### src/rtl/psw_pkg.sv
package psw_pkg;
  typedef enum logic [1:0] {
    ST_SLEEP = 2'd0,
    ST_POR   = 2'd1,
    ST_RUN   = 2'd2
  } psw_state_e;
endpackage

### src/rtl/psw_sync.sv
module psw_sync #(
  parameter int W = 1
) (
  input  logic         clk,
  input  logic         rst_n,
  input  logic [W-1:0] d,
  output logic [W-1:0] q
);
  for (genvar i = 0; i < W; i++) begin : g_bit
    logic s1_q, s2_q;
    always_ff @(posedge clk or negedge rst_n) begin
      if (!rst_n) begin
        s1_q <= 1'b0;
        s2_q <= 1'b0;
      end else begin
        s1_q <= d[i];
        s2_q <= s1_q;
      end
    end
    assign q[i] = s2_q;
  end
endmodule

### src/rtl/psw_fault_latch.sv
module psw_fault_latch #(
  parameter int N = 2
) (
  input  logic         clk,
  input  logic         rst_n,
  input  logic         arm,
  input  logic         clr,
  input  logic [N-1:0] set,
  output logic [N-1:0] q
);
  logic [N-1:0] q_q, q_d;

  for (genvar i = 0; i < N; i++) begin : g_lat
    always_comb begin
      if (clr)                 q_d[i] = 1'b0;
      else if (arm && set[i])  q_d[i] = 1'b1;
      else                     q_d[i] = q_q[i];
    end
  end

  always_ff @(posedge clk or negedge rst_n) begin
    if (!rst_n) q_q <= '0;
    else        q_q <= q_d;
  end

  assign q = q_q;
endmodule

### src/rtl/psw_diag.sv
module psw_diag #(
  parameter int OT_HALF_TICKS = 1923,
  parameter int OC_HALF_TICKS = 7143
) (
  input  logic clk,
  input  logic rst_n,
  input  logic tick,
  input  logic flt_ot,
  input  logic flt_oc,
  output logic pull
);
  localparam int HMAX = (OT_HALF_TICKS > OC_HALF_TICKS) ? OT_HALF_TICKS : OC_HALF_TICKS;
  localparam int HW   = $clog2(HMAX + 1);
  localparam logic [HW-1:0] OT_LIM = HW'(OT_HALF_TICKS - 1);
  localparam logic [HW-1:0] OC_LIM = HW'(OC_HALF_TICKS - 1);

  logic [HW-1:0] cnt_q, cnt_d;
  logic          ph_q, ph_d;
  logic [HW-1:0] lim;
  logic          active;

  assign active = flt_ot | flt_oc;
  assign lim    = flt_ot ? OT_LIM : OC_LIM;

  always_comb begin
    cnt_d = cnt_q;
    ph_d  = ph_q;
    if (!active) begin
      cnt_d = '0;
      ph_d  = 1'b0;
    end else if (tick) begin
      if (cnt_q >= lim) begin
        cnt_d = '0;
        ph_d  = ~ph_q;
      end else begin
        cnt_d = cnt_q + 1'b1;
      end
    end
  end

  always_ff @(posedge clk or negedge rst_n) begin
    if (!rst_n) begin
      cnt_q <= '0;
      ph_q  <= 1'b0;
    end else begin
      cnt_q <= cnt_d;
      ph_q  <= ph_d;
    end
  end

  assign pull = active & ~ph_q;
endmodule

### src/rtl/psw_sleep_ctrl.sv
module psw_sleep_ctrl
  import psw_pkg::*;
#(
  parameter int SLEEP_TICKS   = 30000,
  parameter int POR_TICKS     = 8,
  parameter int RST_TICKS     = 50,
  parameter int OT_HALF_TICKS = 1923,
  parameter int OC_HALF_TICKS = 7143
) (
  input  logic clk,
  input  logic rst_n,
  input  logic tick,
  input  logic pwm_in,
  input  logic oc_flag,
  input  logic ot_flag,
  input  logic uv_flag,
  output logic gate_on,
  output logic hard_off,
  output logic diag_pull,
  output logic asleep,
  output logic flt_oc,
  output logic flt_ot
);
  localparam int TMAX = (POR_TICKS > RST_TICKS) ? POR_TICKS : RST_TICKS;
  localparam int TW   = $clog2(TMAX + 1);
  localparam int LW   = $clog2(SLEEP_TICKS + 1);
  localparam logic [TW-1:0] POR_LIM = TW'(POR_TICKS - 1);
  localparam logic [TW-1:0] RST_LIM = TW'(RST_TICKS - 1);
  localparam logic [TW-1:0] RST_END = TW'(RST_TICKS);
  localparam logic [LW-1:0] LOW_LIM = LW'(SLEEP_TICKS - 1);

  logic [3:0] sync_q;
  logic       in_s, oc_s, ot_s, uv_s;

  psw_sync #(.W(4)) u_sync (
    .clk  (clk),
    .rst_n(rst_n),
    .d    ({uv_flag, ot_flag, oc_flag, pwm_in}),
    .q    (sync_q)
  );
  assign {uv_s, ot_s, oc_s, in_s} = sync_q;

  psw_state_e    st_q, st_d;
  logic [TW-1:0] tmr_q, tmr_d;
  logic [LW-1:0] low_q, low_d;
  logic          in_prev_q;
  logic          rise, low_expire, clr;
  logic [1:0]    flt;

  assign rise       = in_s & ~in_prev_q;
  assign low_expire = (st_q != ST_SLEEP) && !in_s && tick && (low_q == LOW_LIM);

  always_comb begin
    st_d  = st_q;
    tmr_d = tmr_q;
    clr   = 1'b0;
    if (st_q == ST_SLEEP || in_s) low_d = '0;
    else if (tick)                low_d = low_q + 1'b1;
    else                          low_d = low_q;

    unique case (st_q)
      ST_SLEEP: begin
        if (rise) begin
          st_d  = ST_POR;
          tmr_d = '0;
        end else if (tick && tmr_q != RST_END) begin
          tmr_d = tmr_q + 1'b1;
          clr   = (tmr_q == RST_LIM);
        end
      end
      ST_POR: begin
        if (low_expire) begin
          st_d  = ST_SLEEP;
          tmr_d = '0;
        end else if (tick) begin
          if (tmr_q == POR_LIM) st_d = ST_RUN;
          else                  tmr_d = tmr_q + 1'b1;
        end
      end
      ST_RUN: begin
        if (low_expire) begin
          st_d  = ST_SLEEP;
          tmr_d = '0;
        end
      end
      default: begin
        st_d  = ST_SLEEP;
        tmr_d = '0;
      end
    endcase
  end

  always_ff @(posedge clk or negedge rst_n) begin
    if (!rst_n) begin
      st_q      <= ST_SLEEP;
      tmr_q     <= '0;
      low_q     <= '0;
      in_prev_q <= 1'b0;
    end else begin
      st_q      <= st_d;
      tmr_q     <= tmr_d;
      low_q     <= low_d;
      in_prev_q <= in_s;
    end
  end

  psw_fault_latch #(.N(2)) u_flt (
    .clk  (clk),
    .rst_n(rst_n),
    .arm  (st_q != ST_SLEEP),
    .clr  (clr),
    .set  ({ot_s, oc_s}),
    .q    (flt)
  );

  psw_diag #(
    .OT_HALF_TICKS(OT_HALF_TICKS),
    .OC_HALF_TICKS(OC_HALF_TICKS)
  ) u_diag (
    .clk   (clk),
    .rst_n (rst_n),
    .tick  (tick),
    .flt_ot(flt[1]),
    .flt_oc(flt[0]),
    .pull  (diag_pull)
  );

  assign flt_ot   = flt[1];
  assign flt_oc   = flt[0];
  assign hard_off = |flt;
  assign asleep   = (st_q == ST_SLEEP);
  assign gate_on  = (st_q == ST_RUN) & in_s & ~uv_s & ~(|flt);
endmodule

### config.mk
export PLATFORM = sky130hd
export DESIGN_NAME = psw_sleep_ctrl
export DESIGN_NICKNAME = d
export VERILOG_FILES = /design/src/rtl/psw_pkg.sv /design/src/rtl/psw_sync.sv /design/src/rtl/psw_fault_latch.sv /design/src/rtl/psw_diag.sv /design/src/rtl/psw_sleep_ctrl.sv
export SDC_FILE = /design/constraint.sdc
export NUM_CORES = 1
export LEC_CHECK = 0
export BUFFER_PORTS_ARGS = -buffer_cell sky130_fd_sc_hd__clkbuf_2
export CAP_MARGIN = 20
export CORE_MARGIN = 4
export CORE_UTILIZATION = 30
export CTS_BUF_LIST = sky130_fd_sc_hd__clkbuf_16
export DETAILED_ROUTE_END_ITERATION = 8
export SLEW_MARGIN = 20
export SYNTH_ARGS = -nofsm -noshare
export SYNTH_HDL_FRONTEND = slang
export SYNTH_SLANG_ARGS = --single-unit
export TNS_END_PERCENT = 1
### constraint.sdc
create_clock -name clk -period 4.3 [get_ports clk]
set_clock_uncertainty 0.2 [all_clocks]
set_input_delay 0.645 -clock clk [delete_from_list [all_inputs] [get_ports clk]]
set_output_delay 0.645 -clock clk [all_outputs]
set_load 0.02 [all_outputs]
==> results of run 1 <==
==> per-layer routing <==
| metal | global-route usage | routed length [um] |
|---|---|---|
| met3 | 0.0231 | 218 |
| met2 | 0.174 | 2270 |
| met1 | 0.156 | 2540 |
| met4 | 0.0389 | 91 |
| met5 | 0 | 0 |
==> flip-flops by register name, indices dropped and copies added (netlist names) <==
name	flops
in_prev_q	1
low_q	15
st_q	2
tmr_q	6
u_diag.cnt_q	13
u_diag.ph_q	1
u_flt.q	2
u_sync.g_bit.s1_q	4
u_sync.g_bit.s2_q	4
==> path summary, 6_finish.rpt <==
kind,from,endpoint
min reg2reg,u_sync.g_bit[1].s1_q$_DFF_PN0_,u_sync.g_bit[1].s2_q$_DFF_PN0_
max,u_flt.q[1]$_DFFE_PN0P_,gate_on
min,rst_n,u_diag.cnt_q[4]$_DFFE_PN0P_
min in group clk,u_sync.g_bit[1].s1_q$_DFF_PN0_,u_sync.g_bit[1].s2_q$_DFF_PN0_
max reg2reg,u_flt.q[1]$_DFFE_PN0P_,u_diag.cnt_q[8]$_DFFE_PN0P_
max in group asynchronous,rst_n,tmr_q[3]$_DFFE_PN0P_
==> metrics by stage <==
step           total power, mW   util  cells
2_1_floorplan            0.791      -    249
3_3_place_gp             0.876  0.329    363
3_5_place_dp             0.884  0.329    363
4_1_cts                   1.35  0.350    371
5_1_grt                   1.42  0.350    371
6_report                  1.33  0.350    371
==> report_power, final <==
part / internal [mW] / leakage (nW) / switching (mW)
clock: 0.276 / 0.0804 / 0.175
combinational: 0.118 / 0.583 / 0.179
sequential: 0.510 / 0.610 / 0.0687
total: 0.904 / 1.27 / 0.423
==> Yosys cell counts, types with 2 or more instances <==
cell      instances  share of area
dfrtp_1          48           0.48
nor2_1           25          0.037
nand2_1          23          0.034
ha_1             12          0.060
nand3_1          12          0.024
inv_1            11          0.016
o21ai_0          10          0.020
xor2_1           10          0.035
and3_1            6          0.015
nand2b_1          6          0.015
nand4_1           6          0.015
xnor2_1           6          0.021
a22o_1            5          0.017
nor3_1            5          0.010
a21oi_1           4         0.0080
and2_1            4          0.010
a21o_1            3         0.0090
a221oi_1          3          0.010
clkbuf_1          3         0.0045
mux2i_1           3          0.012
nor2b_1           3         0.0075
o22ai_1           3         0.0075
o311ai_0          3          0.010
a211oi_1          2         0.0060
a21oi_2           2         0.0070
and3_2            2         0.0060
and4_1            2         0.0070
nor4_1            2         0.0050
o21bai_2          2         0.0090
==> worst register-to-register path, cell delays in order (launching register included) <==
cell	delay [ns]
dfrtp_1	0.54
inv_1	0.09
ha_1	0.29
a41oi_1	0.22
o211a_1	0.20
a21o_1	0.17
nand2_1	0.12
o311ai_0	0.35
==> layout make-up <==
type,count,area [um^2],area share
clock buffers,5,125,0.0437
repair buffers,13,67.6,0.0236
inverters,11,41.3,0.0144
flip-flops and latches,48,1200,0.419
clock inverters,3,46.3,0.0162
multi-input cells,186,1250,0.437
well taps,105,131,0.0459
==> cell families (layout without fill, tap and decap cells) <==
kind of cell,count (synthesis),after routing,share of synthesized area
AOI/OAI and AO/OA,48,48,0.140
DFF,48,48,0.479
adders and majority gates,12,12,0.0598
buffers and inverters,15,32,0.0229
xor gates and xnor gates,16,16,0.0558
and+or+nand+nor,107,107,0.231
muxes,3,3,0.0120
==> qor.txt, run 1 <==
Most frequent cells in the layout: dfrtp_1 (48), nor2_1 (25), nand2_1 (23)
Setup slack, reg-to-reg: 2.00 ns
Top_reg_cell synth: dfrtp_1
Worst hold path type: in -> async
Mapped cell area: 0.00251 mm^2
FILL cells: 846
Starting Density: 0.307
Nets: 284
Pwr dens: 463 mW/mm^2
Sequential area share after synthesis: 0.479
Worst skew pair latency: 0.29 ns
Cts hold-fix bufs: 0
First DRT Iteration DRCs: 74
Routed vias/inst: 5.09
Fraction of layout cells with a size suffix above 1: 0.120
Clock Pin Slew Worst Setup and Hold Paths: 0.07 ns
Critical path arrival: 1.78 ns
Lkg Pwr: 1.27 nW
Final Cell Area: 0.00286 mm^2
Netlist cell types: 52
GRT Total Usage: 0.112
Critical path type: reg -> out
Delay-heaviest family, CP: simple AND/OR/NAND/NOR gates
Max-cap violations: 0
CP bufs+invs: 1
Setup TNS: 0 ns
WP depth: 3
Unrepaired setup endpoints after global routing: no
Post-route ant nets: 0
Synth Warn #: 0
Die H: 99.5 um
Setup slack at placement: 1.79 ns
Final setup violation count: 0
Final Hold Fails: 0
DR vias: 1887
Chip width: 99.5 um
Gate Count Post-Synth: 249
Pin count of the biggest net entering global routing: 33
DRC: 0
PortBufs: 12
Syn Nets: 268
Post-CTS Setup Bufs: 0
Antenna violations before repair: 0
Critical-path top delay cell: dfrtp_1
F_max: 0.382 GHz
First-pass GRT wire length: 9.06 mm
H-tree Lvls: 2
Area Overhead vs Synth: 14.1%
Per-cell routed wire length: 13.8 um
Detailed Place HPWL: 3.75 mm
DRT Wirelength: 5.12 mm
Minimum clock period: 2.62 ns
Reg2Reg Depth: 7
Min Hold Slack: 0.0810 ns
Die area: 0.00989 mm^2
Dpl cell area: 0.00269 mm^2
Critical path's largest stage delay: 0.50 ns
Routability cong.: 0.838
Core area: 0.00818 mm^2
Worst-path fanout max: 10
Root Driver: clkbuf_16
Final period util: 0.609
Number of gates resized after CTS: 0
Max Root-Sink Buffers: 2
Worst-Margin Slew: 0.735 ns
Worst slew margin: 0.509
CP endpoint kind: output pin
TritonCTS buffer count: 5
Vias in the first global route: 1872
Status: finished, final reports clean
CTS tree: done
Synth async-reset ratio: 1.00
Crit-path cells: or2_2, nor4b_1, clkbuf_2
Rows: 33
Worst vdd ir: 0.229 mV
Total clock sinks: 48
Mean post-synth cell area: 10.1 um^2
Final Slew Violations: 0
Drt pass-1 iters: 4
EDFF count, synth: 0
Commonest non-fill, non-tap cell in the layout: dfrtp_1
CP Launch Type: register
Total grt overflow: 0
# diodes: 0
Post-route setup slack: 1.68 ns
#FFs+latches synth: 48
Required time of the critical path: 3.45 ns
Top Ports: 13
No activity file was read; power rests on OpenSTA's default activity.
==> run 2, diff against run 1 <==
==> constraint.sdc (replaced) <==
create_clock -name clk -period 2.16 [get_ports clk]
set_clock_uncertainty 0.2 [all_clocks]
set_input_delay 0.324 -clock clk [delete_from_list [all_inputs] [get_ports clk]]
set_output_delay 0.324 -clock clk [all_outputs]
set_load 0.02 [all_outputs]
==> run 2 against run 1 <==
Effect of this change:
- the flow now finishes with violations (setup timing)
- utilization is 2.9 points higher
- first-iteration DRC count is 15% lower
- clock-buffer cell count stayed put
- design area is 8.4% higher
- sequential share of layout area is 3.2 points lower
- sequential power is 99% higher
- hold slack better by 0.067 ns
==> qor.txt, run 2 (synthesized netlist as in run 1, its figures left out) <==
Status: finished with violations
Failing checks: setup timing
Switching part of the total: 0.308 (-0.0109)
Worst-Margin Slew: 0.607 ns (-0.128 ns)
Met1 Wirelength: 2.49 mm (-2.0%)
Max-cap violations: 0 (unchanged)
Worst-path fanout max: 6 (-4)
Area Overhead vs Synth: 23.7%
Routed wl met2: 2.32 mm (+2.4%)
Commonest non-fill, non-tap cell in the layout: dfrtp_1
FILL cells: 833 (-1.5%)
Max layer used: met4
CP endpoint kind: register
Worst vdd ir: 0.394 mV (+72%)
Root Driver: clkbuf_16
Post-route setup slack: -0.0478 ns (-1.73 ns)
Critical path type: reg -> reg
Net Switching: 842 uW (+99%)
Pin count of the biggest net entering global routing: 49 (+48%)
Required time of the critical path: 2.13 ns (-1.32 ns)
Clock Pin Slew Worst Setup and Hold Paths: 0.06 ns (about the same)
Vias in the first global route: 1865 (-0.37%)
Nets: 305 (+7.4%)
Clock power share: 0.309 (-0.031)
Most frequent cells in the layout: dfrtp_1 (47), nor2_1 (24), nand2_1 (22)
CP Launch Type: register
Die H: 99.5 um (unchanged)
Register Area: 0.00120 mm^2 (+0.10%)
Rows: 33 (unchanged)
Final setup violation count: 1 (+1)
Top Ports: 13 (unchanged)
First-pass GRT wire length: 8.66 mm (-4.4%)
Dpl cells: 377 (+3.9%)
Flop pwr share: 0.419 (-0.017)
Final Slew Violations: 0 (unchanged)
# diodes: 0 (unchanged)
P_int: 1.89 mW (+110%)
Final Hold Fails: 0 (unchanged)
Antenna violations before repair: 0 (unchanged)
Chip width: 99.5 um (unchanged)
Minimum clock period: 2.21 ns
Critical path arrival: 2.18 ns (+0.40 ns)
Worst hold path type: reg -> reg
GRT Total Usage: 0.107 (-0.00558)
Met3 wire length: 152 um (-30%)
Drt pass-1 iters: 4 (unchanged)
CTS tree: done
Routed vias/inst: 4.86 (-4.5%)
Most flop-heavy register: low_q
Fraction of layout cells with a size suffix above 1: 0.202 (+0.0818)
Lkg Pwr: 1.38 nW (+8.1%)
PortBufs: 12 (unchanged)
Worst slew margin: 0.595 (+0.0858)
Setup slack at placement: -0.106 ns (-1.90 ns)
Max FFs per register: 15 (unchanged)
Worst skew pair latency: 0.28 ns (about the same)
Per-cell routed wire length: 12.9 um (-6.4%)
DRT Wirelength: 5.07 mm (-1.1%)
TritonCTS buffer count: 5 (unchanged)
Total clock sinks: 48 (unchanged)
Area occupied by multi-input gates: 0.00132 mm^2 (+5.4%)
DRC: 0 (unchanged)
F_max: 0.453 GHz
Pwr dens: 881 mW/mm^2 (+90%)
Unrepaired setup endpoints after global routing: yes
Detailed Place HPWL: 3.54 mm (-5.7%)
Core area: 0.00818 mm^2 (unchanged)
Total grt overflow: 0 (unchanged)
Largest regs: low_q (15), u_diag.cnt_q (13), tmr_q (6)
Routability cong.: 0.796 (-5.1%)
Starting Density: 0.307 (unchanged)
Final period util: 1.02
Die area: 0.00989 mm^2 (unchanged)
Max Root-Sink Buffers: 2 (unchanged)
DR vias: 1905 (+0.95%)
Final Non-Filler Cells: 392 (+5.7%)
Post-route ant nets: 0 (unchanged)
H-tree Lvls: 2 (unchanged)
Gate power share: 0.271 (+0.047)
First DRT Iteration DRCs: 63 (-15%)
==> run 2: cell count changes in the layout (fill, tap and decap cells not counted), sizes merged <==
cell,before,now
buf,1,17
dlygate4sd3,0,5
clkinv,0,2
clkinvlp,1,0
inv,12,11
==> run 2: final timing paths <==
check                                               start                        endpoint  slack, ns  cells after the start
min in group asynchronous                           rst_n     u_diag.cnt_q[3]$_DFFE_PN0P_       0.49                      3
min reg2reg                u_sync.g_bit[2].s1_q$_DFF_PN0_  u_sync.g_bit[2].s2_q$_DFF_PN0_       0.15                      0
max reg2reg                        u_flt.q[1]$_DFFE_PN0P_     u_diag.cnt_q[3]$_DFFE_PN0P_      -0.05                      9
min                        u_sync.g_bit[2].s1_q$_DFF_PN0_  u_sync.g_bit[2].s2_q$_DFF_PN0_       0.15                      0
max                                u_flt.q[1]$_DFFE_PN0P_     u_diag.cnt_q[3]$_DFFE_PN0P_      -0.05                      9
max in group asynchronous                           rst_n          u_flt.q[1]$_DFFE_PN0P_       0.84                      3
==> run 2: through the flow <==
step / util / hold slack [ns] / area (um^2) / power (mW) / setup TNS, ns
after floorplan: - / -0.172 / 2520 / 1.57 / -0.0217
after global placement: 0.343 / 0.133 / 2800 / 1.78 / -0.143
after detailed placement: 0.343 / 0.135 / 2800 / 1.78 / -0.540
after CTS: 0.369 / 0.149 / 3020 / 2.66 / -0.166
after global routing: 0.380 / 0.163 / 3100 / 2.91 / -0.802
final: 0.380 / 0.148 / 3100 / 2.74 / -0.0478
==> run 2: final cells by class <==
type                       count  share of cell area
clock inverter                 3              0.0121
sequential                    48               0.387
clock buffer                   5              0.0403
multi-input combinational    186               0.425
inverter                      11              0.0141
tap                          105              0.0423
timing repair buffer          34              0.0790
==> run 2: power groups by stage <==
stage               Combinational (mW)  Sequential (mW)  Clock (mW)
global route                     0.832             1.17       0.908
floorplan                        0.451             1.12           0
finish                           0.742             1.15       0.847
CTS                              0.647             1.14       0.872
global placement                 0.629             1.15           0
detailed placement               0.632             1.15           0
==> run 2: layer usage <==
| layer | GRT usage | up-vias |
|---|---|---|
| met5 | 0 | - |
| met1 | 0.145 | 897 |
| li1 | - | 967 |
| met2 | 0.167 | 34 |
| met4 | 0.0473 | 0 |
| met3 | 0.0189 | 7 |
==> run 2: timing repair <==
action	in CTS	in global routing
hold buffers	5	0
endpoints found under the hold margin	52	0
gates resized for setup	3	17
cloned	0	0
setup buffers	0	2
pin swaps	1	6
endpoints found under the setup margin	9	16
==> run 2: critical path, cell delays in order, from the launching register on <==
cell and delay [ns]:
dfrtp_2 0.42, buf_6 0.14, inv_4 0.03, ha_4 0.25, a41oi_2 0.08, o211a_1 0.29
a21o_1 0.22, buf_6 0.14, a21o_1 0.14, a22o_1 0.19
==> run 3, diff against run 2 <==
==> constraint.sdc (replaced) <==
create_clock -name clk -period 2.2 [get_ports clk]
set_clock_uncertainty 0.2 [all_clocks]
set_input_delay 0.33 -clock clk [delete_from_list [all_inputs] [get_ports clk]]
set_output_delay 0.33 -clock clk [all_outputs]
set_load 0.02 [all_outputs]
==> run 3 against run 2 <==
Effect of this change:
- the run still ends with setup timing left
- global-route usage increased by 0.82 points
- sequential share of layout area decreased by 1.1 points
- flip-flop and latch count unchanged
- worst setup slack improved by 0.046 ns
- utilization increased by 1.1 points
- hold slack got worse by 0.0091 ns
- design area increased by 3.0%
- non-clock buffer count increased by 4
- final cell count increased by 1.0%
- die area unchanged
- critical endpoint is now gate_on
==> qor.txt, run 3 (synthesized netlist as in run 1, its figures left out) <==
Required time of the critical path: 1.67 ns (-0.46 ns)
Most flop-heavy register: low_q
F_max: 0.454 GHz
Antenna violations before repair: 0 (unchanged)
DRC: 0 (unchanged)
Max-cap violations: 0 (unchanged)
Vias in the first global route: 1973 (+5.8%)
First-pass GRT wire length: 9.29 mm (+7.3%)
Max Root-Sink Buffers: 2 (unchanged)
Commonest non-fill, non-tap cell in the layout: dfrtp_1
Minimum clock period: 2.20 ns
Worst setup path endpoint: gate_on
Dpl cells: 378 (+0.27%)
DR vias: 1995 (+4.7%)
Worst r2r dst: u_diag.cnt_q[3]$_DFFE_PN0P_
WP depth: 5 (-4)
Crit-path cells: buf_6, or2_4, buf_6, nor4b_4, clkbuf_8
Drt pass-1 iters: 4 (unchanged)
Clock Pin Slew Worst Setup and Hold Paths: 0.07 ns (about the same)
Root Driver: clkbuf_16
Worst R2R Start: u_flt.q[1]$_DFFE_PN0P_
Critical path type: reg -> out
Nets: 309 (+1.3%)
Worst slew margin: 0.593 (-0.00253)
Pwr dens: 844 mW/mm^2 (-4.2%)
Final Slew Violations: 0 (unchanged)
Crit path launch: u_flt.q[1]$_DFFE_PN0P_
Critical-path top delay cell: dfrtp_2
Total clock sinks: 48 (unchanged)
PortBufs: 12 (unchanged)
Routability cong.: 0.886 (+11%)
Worst-path fanout max: 3 (-3)
Post-route setup slack: -0.00216 ns (+0.0457 ns)
Final setup violation count: 1 (unchanged)
Largest regs: low_q (15), u_diag.cnt_q (13), tmr_q (6)
Chip width: 99.5 um (unchanged)
GRT Total Usage: 0.115 (+0.00823)
H-tree Lvls: 2 (unchanged)
Unrepaired setup endpoints after global routing: yes
Top cell by count, worst path: buf_6
Top Ports: 13 (unchanged)
CP endpoint kind: output pin
Worst skew pair latency: 0.29 ns (about the same)
Die H: 99.5 um (unchanged)
Core area: 0.00818 mm^2 (unchanged)
CP bufs+invs: 3 (unchanged)
Fraction of layout cells with a size suffix above 1: 0.237 (+0.0350)
Delay-heaviest family, CP: simple AND/OR/NAND/NOR gates
Reg2Reg Depth: 9 (unchanged)
Routed vias/inst: 5.04 (+3.7%)
Setup slack at placement: -0.0577 ns (+0.0479 ns)
Detailed Place HPWL: 3.68 mm (+4.2%)
DRT Wirelength: 5.44 mm (+7.3%)
Total grt overflow: 0 (unchanged)
CTS tree: done
Worst hold path type: in -> reg
Pin count of the biggest net entering global routing: 49 (unchanged)
TritonCTS buffer count: 5 (unchanged)
Max FFs per register: 15 (unchanged)
Starting Density: 0.307 (unchanged)
Most frequent cells in the layout: dfrtp_1 (47), nor2_1 (25), nand2_1 (21)
Failing checks: setup timing
Post-route ant nets: 0 (unchanged)
First DRT Iteration DRCs: 81 (+29%)
Critical path arrival: 1.67 ns (-0.51 ns)
Setup slack, reg-to-reg: -0.002 ns (+0.05 ns)
Area Overhead vs Synth: 27.4%
CP Launch Type: register
Status: finished with violations
# diodes: 0 (unchanged)
Rows: 33 (unchanged)
Final Hold Fails: 0 (unchanged)
Final Non-Filler Cells: 396 (+1.0%)
Worst-Margin Slew: 0.611 ns (+0.00380 ns)
Final period util: 1.00
Die area: 0.00989 mm^2 (unchanged)
Lkg Pwr: 1.41 nW (+2.8%)
Worst vdd ir: 0.358 mV (-9.1%)
Per-cell routed wire length: 13.7 um (+6.2%)
Critical path's largest stage delay: 0.43 ns (about the same)
==> run 3: changes by cell type in the layout (fill, tap and decap cells not counted), sizes merged <==
cell,change
clkinv,-1
clkbuf,-1
buf,+5
bufinv,-1
clkinvlp,+1
inv,+1
==> run 3: power by group <==
group	switching (mW)	leakage [nW]	internal (mW)
clock	0.334	0.0712	0.419
combinational	0.418	0.733	0.388
sequential	0.143	0.609	0.996
total	0.895	1.41	1.80
==> run 3: worst min-delay path by stage <==
stage	start	to	slack, ns	cells after the start
after floorplan	rst_n	in_prev_q$_DFF_PN0_	-0.17	0
after global placement	u_sync.g_bit[1].s1_q$_DFF_PN0_	u_sync.g_bit[1].s2_q$_DFF_PN0_	0.13	0
after detailed placement	u_sync.g_bit[1].s1_q$_DFF_PN0_	u_sync.g_bit[1].s2_q$_DFF_PN0_	0.13	0
after CTS	tick	u_diag.ph_q$_DFFE_PN0P_	0.15	3
after global routing	u_sync.g_bit[1].s1_q$_DFF_PN0_	u_sync.g_bit[1].s2_q$_DFF_PN0_	0.16	0
final	tick	u_diag.ph_q$_DFFE_PN0P_	0.14	3
==> run 3: final cells by class <==
| cell class | count | area (um^2) |
|---|---|---|
| clock buffers | 5 | 125 |
| multi-input cells | 186 | 1380 |
| flip-flops and latches | 48 | 1200 |
| inverters | 11 | 41.3 |
| fillers | 820 | 4980 |
| repair buffers | 38 | 299 |
| well taps | 105 | 131 |
| clock inverters | 3 | 20.0 |
==> run 3: repair_timing <==
item | in CTS | in global routing
pin swaps | 5 | 9
cloned | 0 | 0
hold buffers | 5 | 0
hold endpoints to repair | 52 | 0
buffers inserted | 3 | 2
gates resized for setup | 10 | 23
setup endpoints to repair | 4 | 19
==> run 3: worst reg2reg max path, stage by stage, from the launching register on <==
cell and delay, ns:
dfrtp_2 0.43, buf_6 0.13, buf_6 0.11, ha_4 0.25, o21ai_2 0.05, a21o_1 0.23
a21o_4 0.24, buf_6 0.11, a21o_1 0.14, a22o_1 0.19
==> run 3: metrics by stage <==
stage	power (mW)	hold WS, ns	utilization	area, um^2	setup TNS (ns)
2_1_floorplan	1.55	-0.166	-	2520	0
6_report	2.70	0.139	0.391	3200	-0.00216
3_3_place_gp	1.75	0.132	0.344	2810	0
5_1_grt	2.87	0.157	0.391	3200	-0.307
4_1_cts	2.55	0.145	0.375	3060	0
3_5_place_dp	1.77	0.135	0.344	2810	-0.106
==> run 3: routing by layer <==
layer,vias to the layer above,wire length [um],GRT usage
met5,-,0,0
met4,0,85,0.0389
met3,7,173,0.0273
met2,45,2560,0.176
met1,964,2620,0.160
li1,979,-,-
